## config.mk

```make
export PLATFORM = sky130hd
export DESIGN_NAME = sdi_word_serializer
export DESIGN_NICKNAME = d
export VERILOG_FILES = /design/src/rtl/sdi_ser_pkg.sv /design/src/rtl/sdi_sync_fix.sv /design/src/rtl/sdi_word_hold.sv /design/src/rtl/sdi_word_shifter.sv /design/src/rtl/sdi_word_serializer.sv
export SDC_FILE = /design/constraint.sdc
export NUM_CORES = 1
export LEC_CHECK = 0
export ABC_AREA = 1
export BUFFER_PORTS_ARGS = -buffer_cell sky130_fd_sc_hd__buf_2
export CORE_MARGIN = 2
export CORE_UTILIZATION = 30
export CTS_CLUSTER_DIAMETER = 40
export DETAILED_ROUTE_END_ITERATION = 8
export SKIP_LAST_GASP = 1
export SLEW_MARGIN = 10
export SYNTH_ARGS = -nofsm -noshare
export SYNTH_HDL_FRONTEND = slang
export SYNTH_SLANG_ARGS = --single-unit
export TNS_END_PERCENT = 20
```

## constraint.sdc

```tcl
create_clock -name clk -period 1.4 [get_ports clk]
set_input_delay 0.14 -clock clk [delete_from_list [all_inputs] [get_ports clk]]
set_output_delay 0.14 -clock clk [all_outputs]
set_load 0.02 [all_outputs]
```

## src/rtl/sdi_ser_pkg.sv

```systemverilog
package sdi_ser_pkg;

   localparam int SDI_WORD_W = 10;
   localparam int SDI_LOW_W  = 2;

   // Width of a counter that must hold the values 0 .. n-1.
   function automatic int slot_cnt_bits(input int n);
      int w;
      w = 1;
      while ((1 << w) < n) w++;
      return w;
   endfunction

endpackage

```

## src/rtl/sdi_sync_fix.sv

```systemverilog
module sdi_sync_fix #(
   parameter int WORD_W = sdi_ser_pkg::SDI_WORD_W,
   parameter int LOW_W  = sdi_ser_pkg::SDI_LOW_W,
   parameter bit FIX_EN = 1'b1
) (
   input  logic [WORD_W-1:0] raw_word,
   input  logic              fix_dis,
   output logic [WORD_W-1:0] fixed_word,
   output logic              is_sync
);

   localparam int UP_W = WORD_W - LOW_W;

   logic [UP_W-1:0] upper;
   logic            upper_zero;
   logic            upper_ones;

   assign upper      = raw_word[WORD_W-1:LOW_W];
   assign upper_zero = ~|upper;
   assign upper_ones = &upper;

   generate
      if (FIX_EN) begin : g_fix
         always_comb begin
            is_sync    = !fix_dis && (upper_zero || upper_ones);
            fixed_word = raw_word;
            if (is_sync) begin
               fixed_word[LOW_W-1:0] = {LOW_W{upper_ones}};
            end
         end
      end else begin : g_pass
         logic unused_flags;
         assign unused_flags = upper_zero ^ upper_ones ^ fix_dis;
         assign is_sync      = 1'b0;
         assign fixed_word   = raw_word;
      end
   endgenerate

endmodule

```

## src/rtl/sdi_word_hold.sv

```systemverilog
module sdi_word_hold #(
   parameter int WORD_W = sdi_ser_pkg::SDI_WORD_W
) (
   input  logic              clk,
   input  logic              rst_n,
   input  logic              cap,
   input  logic [WORD_W-1:0] cap_word,
   input  logic              cap_sync,
   input  logic              take,
   output logic [WORD_W-1:0] held_word,
   output logic              held_sync,
   output logic              held_full
);

   always_ff @(posedge clk or negedge rst_n) begin
      if (!rst_n) begin
         held_word <= '0;
         held_sync <= 1'b0;
         held_full <= 1'b0;
      end else begin
         if (cap) begin
            held_word <= cap_word;
            held_sync <= cap_sync;
            held_full <= 1'b1;
         end else if (take) begin
            held_full <= 1'b0;
         end
      end
   end

endmodule

```

## src/rtl/sdi_word_shifter.sv

```systemverilog
module sdi_word_shifter #(
   parameter int WORD_W    = sdi_ser_pkg::SDI_WORD_W,
   parameter bit LSB_FIRST = 1'b1
) (
   input  logic              clk,
   input  logic              rst_n,
   input  logic              bit_en,
   input  logic [WORD_W-1:0] src_word,
   input  logic              src_sync,
   input  logic              src_full,
   output logic              take,
   output logic              ser_bit,
   output logic              bit_vld,
   output logic              sync_seen
);

   localparam int CNT_W = sdi_ser_pkg::slot_cnt_bits(WORD_W);
   localparam logic [CNT_W-1:0] LAST_IDX = CNT_W'(WORD_W - 1);

   logic [WORD_W-1:0] shreg;
   logic [CNT_W-1:0]  idx;
   logic              slot_idle;
   logic              head_src;
   logic              head_sh;
   logic [WORD_W-1:0] rest_src;
   logic [WORD_W-1:0] rest_sh;

   generate
      if (LSB_FIRST) begin : g_lsb
         assign head_src = src_word[0];
         assign rest_src = {1'b0, src_word[WORD_W-1:1]};
         assign head_sh  = shreg[0];
         assign rest_sh  = {1'b0, shreg[WORD_W-1:1]};
      end else begin : g_msb
         assign head_src = src_word[WORD_W-1];
         assign rest_src = {src_word[WORD_W-2:0], 1'b0};
         assign head_sh  = shreg[WORD_W-1];
         assign rest_sh  = {shreg[WORD_W-2:0], 1'b0};
      end
   endgenerate

   assign slot_idle = (idx == '0);
   assign take      = bit_en && slot_idle && src_full;

   always_ff @(posedge clk or negedge rst_n) begin
      if (!rst_n) begin
         shreg     <= '0;
         idx       <= '0;
         ser_bit   <= 1'b0;
         bit_vld   <= 1'b0;
         sync_seen <= 1'b0;
      end else if (!bit_en) begin
         bit_vld <= 1'b0;
      end else if (slot_idle) begin
         if (src_full) begin
            ser_bit   <= head_src;
            shreg     <= rest_src;
            idx       <= CNT_W'(1);
            bit_vld   <= 1'b1;
            sync_seen <= src_sync;
         end else begin
            bit_vld   <= 1'b0;
            sync_seen <= 1'b0;
         end
      end else begin
         ser_bit <= head_sh;
         shreg   <= rest_sh;
         idx     <= (idx == LAST_IDX) ? '0 : idx + CNT_W'(1);
         bit_vld <= 1'b1;
      end
   end

endmodule

```

## src/rtl/sdi_word_serializer.sv

```systemverilog
module sdi_word_serializer #(
   parameter int WORD_W      = sdi_ser_pkg::SDI_WORD_W,
   parameter int LOW_W       = sdi_ser_pkg::SDI_LOW_W,
   parameter bit SYNC_FIX_EN = 1'b1,
   parameter bit LSB_FIRST   = 1'b1
) (
   input  logic              clk,
   input  logic              rst_n,
   input  logic [WORD_W-1:0] word_in,
   input  logic              word_stb,
   input  logic              fix_dis,
   input  logic              bit_en,
   output logic              ser_bit,
   output logic              bit_vld,
   output logic              sync_seen
);

   generate
      if (LOW_W < 1 || LOW_W >= WORD_W - 1) begin : g_bad_low
         $error("sdi_word_serializer: LOW_W must leave at least two detect bits");
      end
      if (WORD_W < 3) begin : g_bad_word
         $error("sdi_word_serializer: WORD_W too small");
      end
   endgenerate

   logic [WORD_W-1:0] fixed_word;
   logic              fixed_sync;
   logic [WORD_W-1:0] held_word;
   logic              held_sync;
   logic              held_full;
   logic              take;

   sdi_sync_fix #(
      .WORD_W (WORD_W),
      .LOW_W  (LOW_W),
      .FIX_EN (SYNC_FIX_EN)
   ) fix_i (
      .raw_word   (word_in),
      .fix_dis    (fix_dis),
      .fixed_word (fixed_word),
      .is_sync    (fixed_sync)
   );

   sdi_word_hold #(
      .WORD_W (WORD_W)
   ) hold_i (
      .clk       (clk),
      .rst_n     (rst_n),
      .cap       (word_stb),
      .cap_word  (fixed_word),
      .cap_sync  (fixed_sync),
      .take      (take),
      .held_word (held_word),
      .held_sync (held_sync),
      .held_full (held_full)
   );

   sdi_word_shifter #(
      .WORD_W    (WORD_W),
      .LSB_FIRST (LSB_FIRST)
   ) shift_i (
      .clk       (clk),
      .rst_n     (rst_n),
      .bit_en    (bit_en),
      .src_word  (held_word),
      .src_sync  (held_sync),
      .src_full  (held_full),
      .take      (take),
      .ser_bit   (ser_bit),
      .bit_vld   (bit_vld),
      .sync_seen (sync_seen)
   );

endmodule

```

# [Yosys cells after proc, flatten, opt, wreduce, memory -nomap -nowiden]
# Index checks and enable logic that the tools add are counted.
[classes] n_addsub=1 reduce_logical=12 mux=14 n_eq_ne=2
[op_table] cell="10-bit 2-to-1 mux" count=2
[op_table] cell="4-bit 2-to-1 mux" count=3
[op_table] cell="1-bit 2-to-1 mux" count=8
[op_table] cell="8-bit AND reduction" count=1
[op_table] cell="8-bit OR reduction" count=1
[op_table] cell="4-bit by 1-bit adder with 4-bit output (second input constant)" count=1
[op_table] cell="4-bit equality test (second input constant)" count=1
[op_table] cell="4-bit zero test" count=1
[op_table] cell="2-bit AND reduction" count=2
[op_table] cell="1-bit logical AND" count=3
[op_table] cell="1-bit zero test" count=2
[op_table] cell="2-bit 2-to-1 mux" count=1
[op_table] cell="2-bit inequality test (second input constant)" count=1
[op_table] cell="2-bit nonzero test" count=1
[op_table] cell="1-bit logical OR" count=1
[totals] inputBits=15 wordCells=37 regBits=29

# [Logic depth before layout (Yosys ltp)]
[logic_depth] word_depth=5 depth_mapped=8

# [Modules after synthesis]
# A second synthesis with hierarchy kept.
[hier_totals] cells_unflattened=202 area_unflattened_um2=1529.0
[by_module_without_submodules] module="sdi_word_shifter" n_inst=1 area_each_um2=902.1 cells_per_inst=122 seq_area_each_um2=400.4
[by_module_without_submodules] module="sdi_word_hold" n_inst=1 area_each_um2=457.9 cells_per_inst=51 seq_area_each_um2=300.3
[by_module_without_submodules] module="sdi_sync_fix" n_inst=1 area_each_um2=168.9 cells_per_inst=29 seq_area_each_um2=0.0

# [Worst setup path before layout]
# OpenSTA, ideal clock, no wires.
[synth_timing] kind="register to register" start="register shift_i.idx[0]" end="register shift_i.ser_bit" t_required_ns=1.284 stages_incl_launch_ff=9 setup_time_ns=0.116 t_arrival_ns=1.250 n_path_buf=1 path_slack_ns=0.034 cell_sequence="dfrtp_1 > inv_1 > ha_1 > nand3_4 > o21ai_4 > inv_2 > buf_6 > nand2_1 > nand2_1"
[synth_between] elab_chain_cells=3 word_cells_on_any_way=4 classes_between="eq/ne (1); mux (1); reduce/logical (2)"
[synth_rtl] element="from (decl)" line_no="sdi_word_shifter.sv:21" source="logic [CNT_W-1:0] idx;"
[synth_rtl] element="from (signal assigned)" line_no="sdi_word_shifter.sv:68" source="idx <= (idx == LAST_IDX) ? '0 : idx + CNT_W'(1);"
[synth_rtl] element="4-bit zero test *" line_no="sdi_word_shifter.sv:42" source="assign slot_idle = (idx == '0);"
[synth_rtl] element="2-bit inequality test (no source line)"
[synth_rtl] element="2-bit AND reduction (no source line)"
[synth_rtl] element="to (signal assigned)" line_no="sdi_word_shifter.sv:56" source="ser_bit <= head_src;"
[synth_rtl] element="to (signal assigned)" line_no="sdi_word_shifter.sv:66" source="ser_bit <= head_sh;"
[synth_rtl] element="to (decl)" line_no="sdi_word_shifter.sv:12" source="output logic ser_bit,"
# Every way passes the cells marked *; elsewhere a longest branch is shown, timed or not.
# A chain may end at the register's enable or synchronous reset.

# [Final worst setup path]
[layout_timing] start="register shift_i.idx[1]" end="register shift_i.idx[2]"
[layout_between] elab_chain_cells=3 word_cells_on_any_way=7 classes_between="add/sub (1); eq/ne (2); mux (2); reduce/logical (2)"
[layout_rtl] element="4-bit by 1-bit adder with 4-bit output (tied with other cells)" line_no="sdi_word_shifter.sv:68"
[layout_rtl] element="4-bit 2-to-1 mux / 2-bit inequality test (equally long branches)"
[layout_rtl] element="4-bit 2-to-1 mux / 2-bit AND reduction (equally long branches)"
# Parallel ways exist; a longest one is shown, timed or not.

==> impl_results.md <==
- Outcome: completed
- Final wirelength: about 2400 um
- Cell Rows: 24
- Worst EP required: about 1.6 ns
- Syn Inst Count: 170
- Share of layout cells above drive strength 1: 0.182
- Critical Path Source Type: register
- Minimum clock period: approximately 1.3 ns
- Slowest CP cell: dfrtp_1
- Synth Register Bits: 28
- Placed cell count: 239
- Kind of critical path: register to register
- Clock Tree Root: clkbuf_8
- Hold WS: slightly above 0.09 ns
- Final Instance Count excl. Fillers: 244
- Worst-skew pair later-pin latency: ~0.28 ns
- Place WS: around 0.066 ns
- Post-DRT Antenna Nets: 0
- Hold wc startpoint: word_in[8]
- Die X: 71.5 um
- Critical path peak fanout: 9
- Reg2Reg Setup Slack: approximately 0.10 ns
- RSZ-0062 raised after global routing: yes
- CTS tree: built
- Final Hold Violating Endpoints: 0
- Most frequent cells in the layout: nand2_1 (61), dfrtp_1 (28), o21ai_0 (21)
- Vias/cell: roughly 4.4
- Final worst slack: 0.102 ns
- Fin crit share: 0.927
- Actual slew at the worst max-slew pin: 0.606 ns
- YS warnings: 0
- Max-cap violations: 0
- Vias: between 1,000 and 1,500
- GRT Residual Overflow: 0
- All-Layer GR Usage: 0.111
- Core box area: around 4400 um^2
- Worst hold path depth: 3
- Slew Viols, Final: 0
- Number of buffers and inverters on the critical path: 2
- Hold Path End: hold_i.held_word[8]$_DFFE_PN0P_
- Worst R2R End: shift_i.idx[2]$_DFFE_PN0P_
- Total CTS buffers: 3
- Syn avg cell area: around 8 um^2
- Layout Utilization: 0.364
- Post-DP HPWL: 1840 um
- CTS HTree Levels: 1
- Num ports: 18
- Largest net degree at the start of global routing: 29
- Seq. cell area: 701 um^2
- Setup Viol. Count Final: 0
- CP arrival: 1.46 ns
- P per Cell Area: 1690 nW/um^2
- DRT Pass-1 Iters: 4
- Hold crit path type: primary input to register
- Port Buffers: 17
- Global-route wire length before repair: 4490 um
- Critical path cell sequence: inv_1 -> ha_2 -> nand3_4 -> o21ai_4 -> buf_4 -> o21ai_0
- Most common cell after layout, fill and taps aside: nand2_1
- Reg clk slew, reported paths: 0.09 ns
- Die ar.: between 5000 and 6000 um^2
- Vias in the first global route: 986
- Sink Count: 28
- Iter 0 DRT Violations: 38
- Crit end category: register
- RD Place Congestion: about 0.74
- Die height: 71.5 um
- Post-Syn Area: around 1400 um^2
- Drc violations: 0
- CTS max path bufs: 2
- Initial Util: 0.312
- Maximum vdd ir drop: 0.493 mV
- Initial antenna violation count: 0
- PnR Total Power: 2.70 mW
- Crit-path leading delay family: flip-flops
- Post-synthesis sequential area ratio: 0.513
- Post-synth cell types: 19
- Final Skew: about 0.0036 ns
- # diodes: 0
- Leak: 0.858 nW
- Max_slew headroom: 0.596
- R2R depth: 6
- RR Startpoint: shift_i.idx[1]$_DFFE_PN0P_
- Multi-input gate area: 549 um^2
- NumNets Final: between 200 and 250
- Syn_nets: 188
- Layout Area Growth over Synthesis: 16.8%
- Largest stage delay, worst path: 0.38 ns
- Max Freq: ~0.77 GHz
- Avg WL per Cell: about 9.9 um
- Total of fill cells in the finished design: ~470
-- cell type report --
cell class / instances / area share
inverter: 22 / 0.0517
timing repair buffer: 24 / 0.0901
sequential: 28 / 0.439
multi-input combinational: 114 / 0.344
tap: 52 / 0.0408
clock buffer: 4 / 0.0345
-- through the flow --
step                instance area [um^2]     TNS, ns
finish                              1600           0
global route                        1600  -0.0000336
CTS                                 1590           0
detailed placement                  1530           0
global placement                    1530           0
floorplan                           1370           0
-- logic make-up (layout without fill, tap and decap cells) --
kind of cell             after synthesis  after routing  synth area share
AND/OR/NAND/NOR                       82             82             0.247
multiplexers                           1              1           0.00824
adder cells (fa/ha/maj)                3              3            0.0275
flip-flops                            28             28             0.513
buffers and inverters                 28             50            0.0870
AO/OA/AOI/OAI                         27             27             0.111
XOR/XNOR                               1              1           0.00641
-- metal layers --
layer,GRT usage,vias to the layer above,share of wire
met2,0.168,20,0.43
met4,0.0566,0,0.024
li1,-,570,-
met5,0,-,0
met3,0.0169,5,0.033
met1,0.155,468,0.51
-- flip-flops by register name, summed over array words and instances, names as in the netlist --
name,cells
hold_i.held_word,10
shift_i.shreg,9
shift_i.idx,4
hold_i.held_full,1
hold_i.held_sync,1
shift_i.bit_vld,1
shift_i.ser_bit,1
shift_i.sync_seen,1
-- power by group --
| part | total (mW) | switching (mW) | internal, mW |
|---|---|---|---|
| clock network | 0.500 | 0.248 | 0.252 |
| logic | 1.02 | 0.586 | 0.429 |
| registers | 1.19 | 0.147 | 1.04 |
| total | 2.70 | 0.981 | 1.72 |
-- synth_stat cells, drive strengths merged --
master	number	area share
clkbuf	2	0.0055
ha	3	0.027
xor2	1	0.0064
a21oi	2	0.0073
nor2	9	0.025
o21bai	2	0.011
mux2	1	0.0082
nand4	2	0.0092
inv	22	0.060
nand3	10	0.046
o21ai	23	0.092
buf	4	0.021
nand2	61	0.17
dfrtp	28	0.51
-- worst max-delay path by stage --
| stage | start | cells past startpoint | slack [ns] | endpoint |
|---|---|---|---|---|
| after floorplan | shift_i.idx[0]$_DFFE_PN0P_ | 8 | 0.03 | shift_i.ser_bit$_DFFE_PN0P_ |
| after global placement | shift_i.idx[1]$_DFFE_PN0P_ | 8 | 0.11 | shift_i.shreg[1]$_DFFE_PN0P_ |
| after detailed placement | shift_i.idx[0]$_DFFE_PN0P_ | 7 | 0.07 | shift_i.idx[0]$_DFFE_PN0P_ |
| after CTS | shift_i.idx[0]$_DFFE_PN0P_ | 6 | 0.05 | shift_i.idx[0]$_DFFE_PN0P_ |
| after global routing | shift_i.idx[1]$_DFFE_PN0P_ | 7 | -0.00003 | shift_i.ser_bit$_DFFE_PN0P_ |
| final | shift_i.idx[1]$_DFFE_PN0P_ | 6 | 0.10 | shift_i.idx[2]$_DFFE_PN0P_ |
-- tightest hold or removal path, cell delays in order --
cell	delay [ns]
buf_2	0.10
nand2_1	0.04
o21ai_0	0.06
-- timing repair --
| item | 4_1_cts | 5_1_grt |
|---|---|---|
| buffers inserted | 0 | 0 |
| resized for setup | 0 | 4 |
| endpoints found under the setup margin | 0 | 10 |
| hold buffers | 1 | 0 |
| endpoints found under the hold margin | 28 | 0 |
No activity file was read; power rests on OpenSTA's default activity.
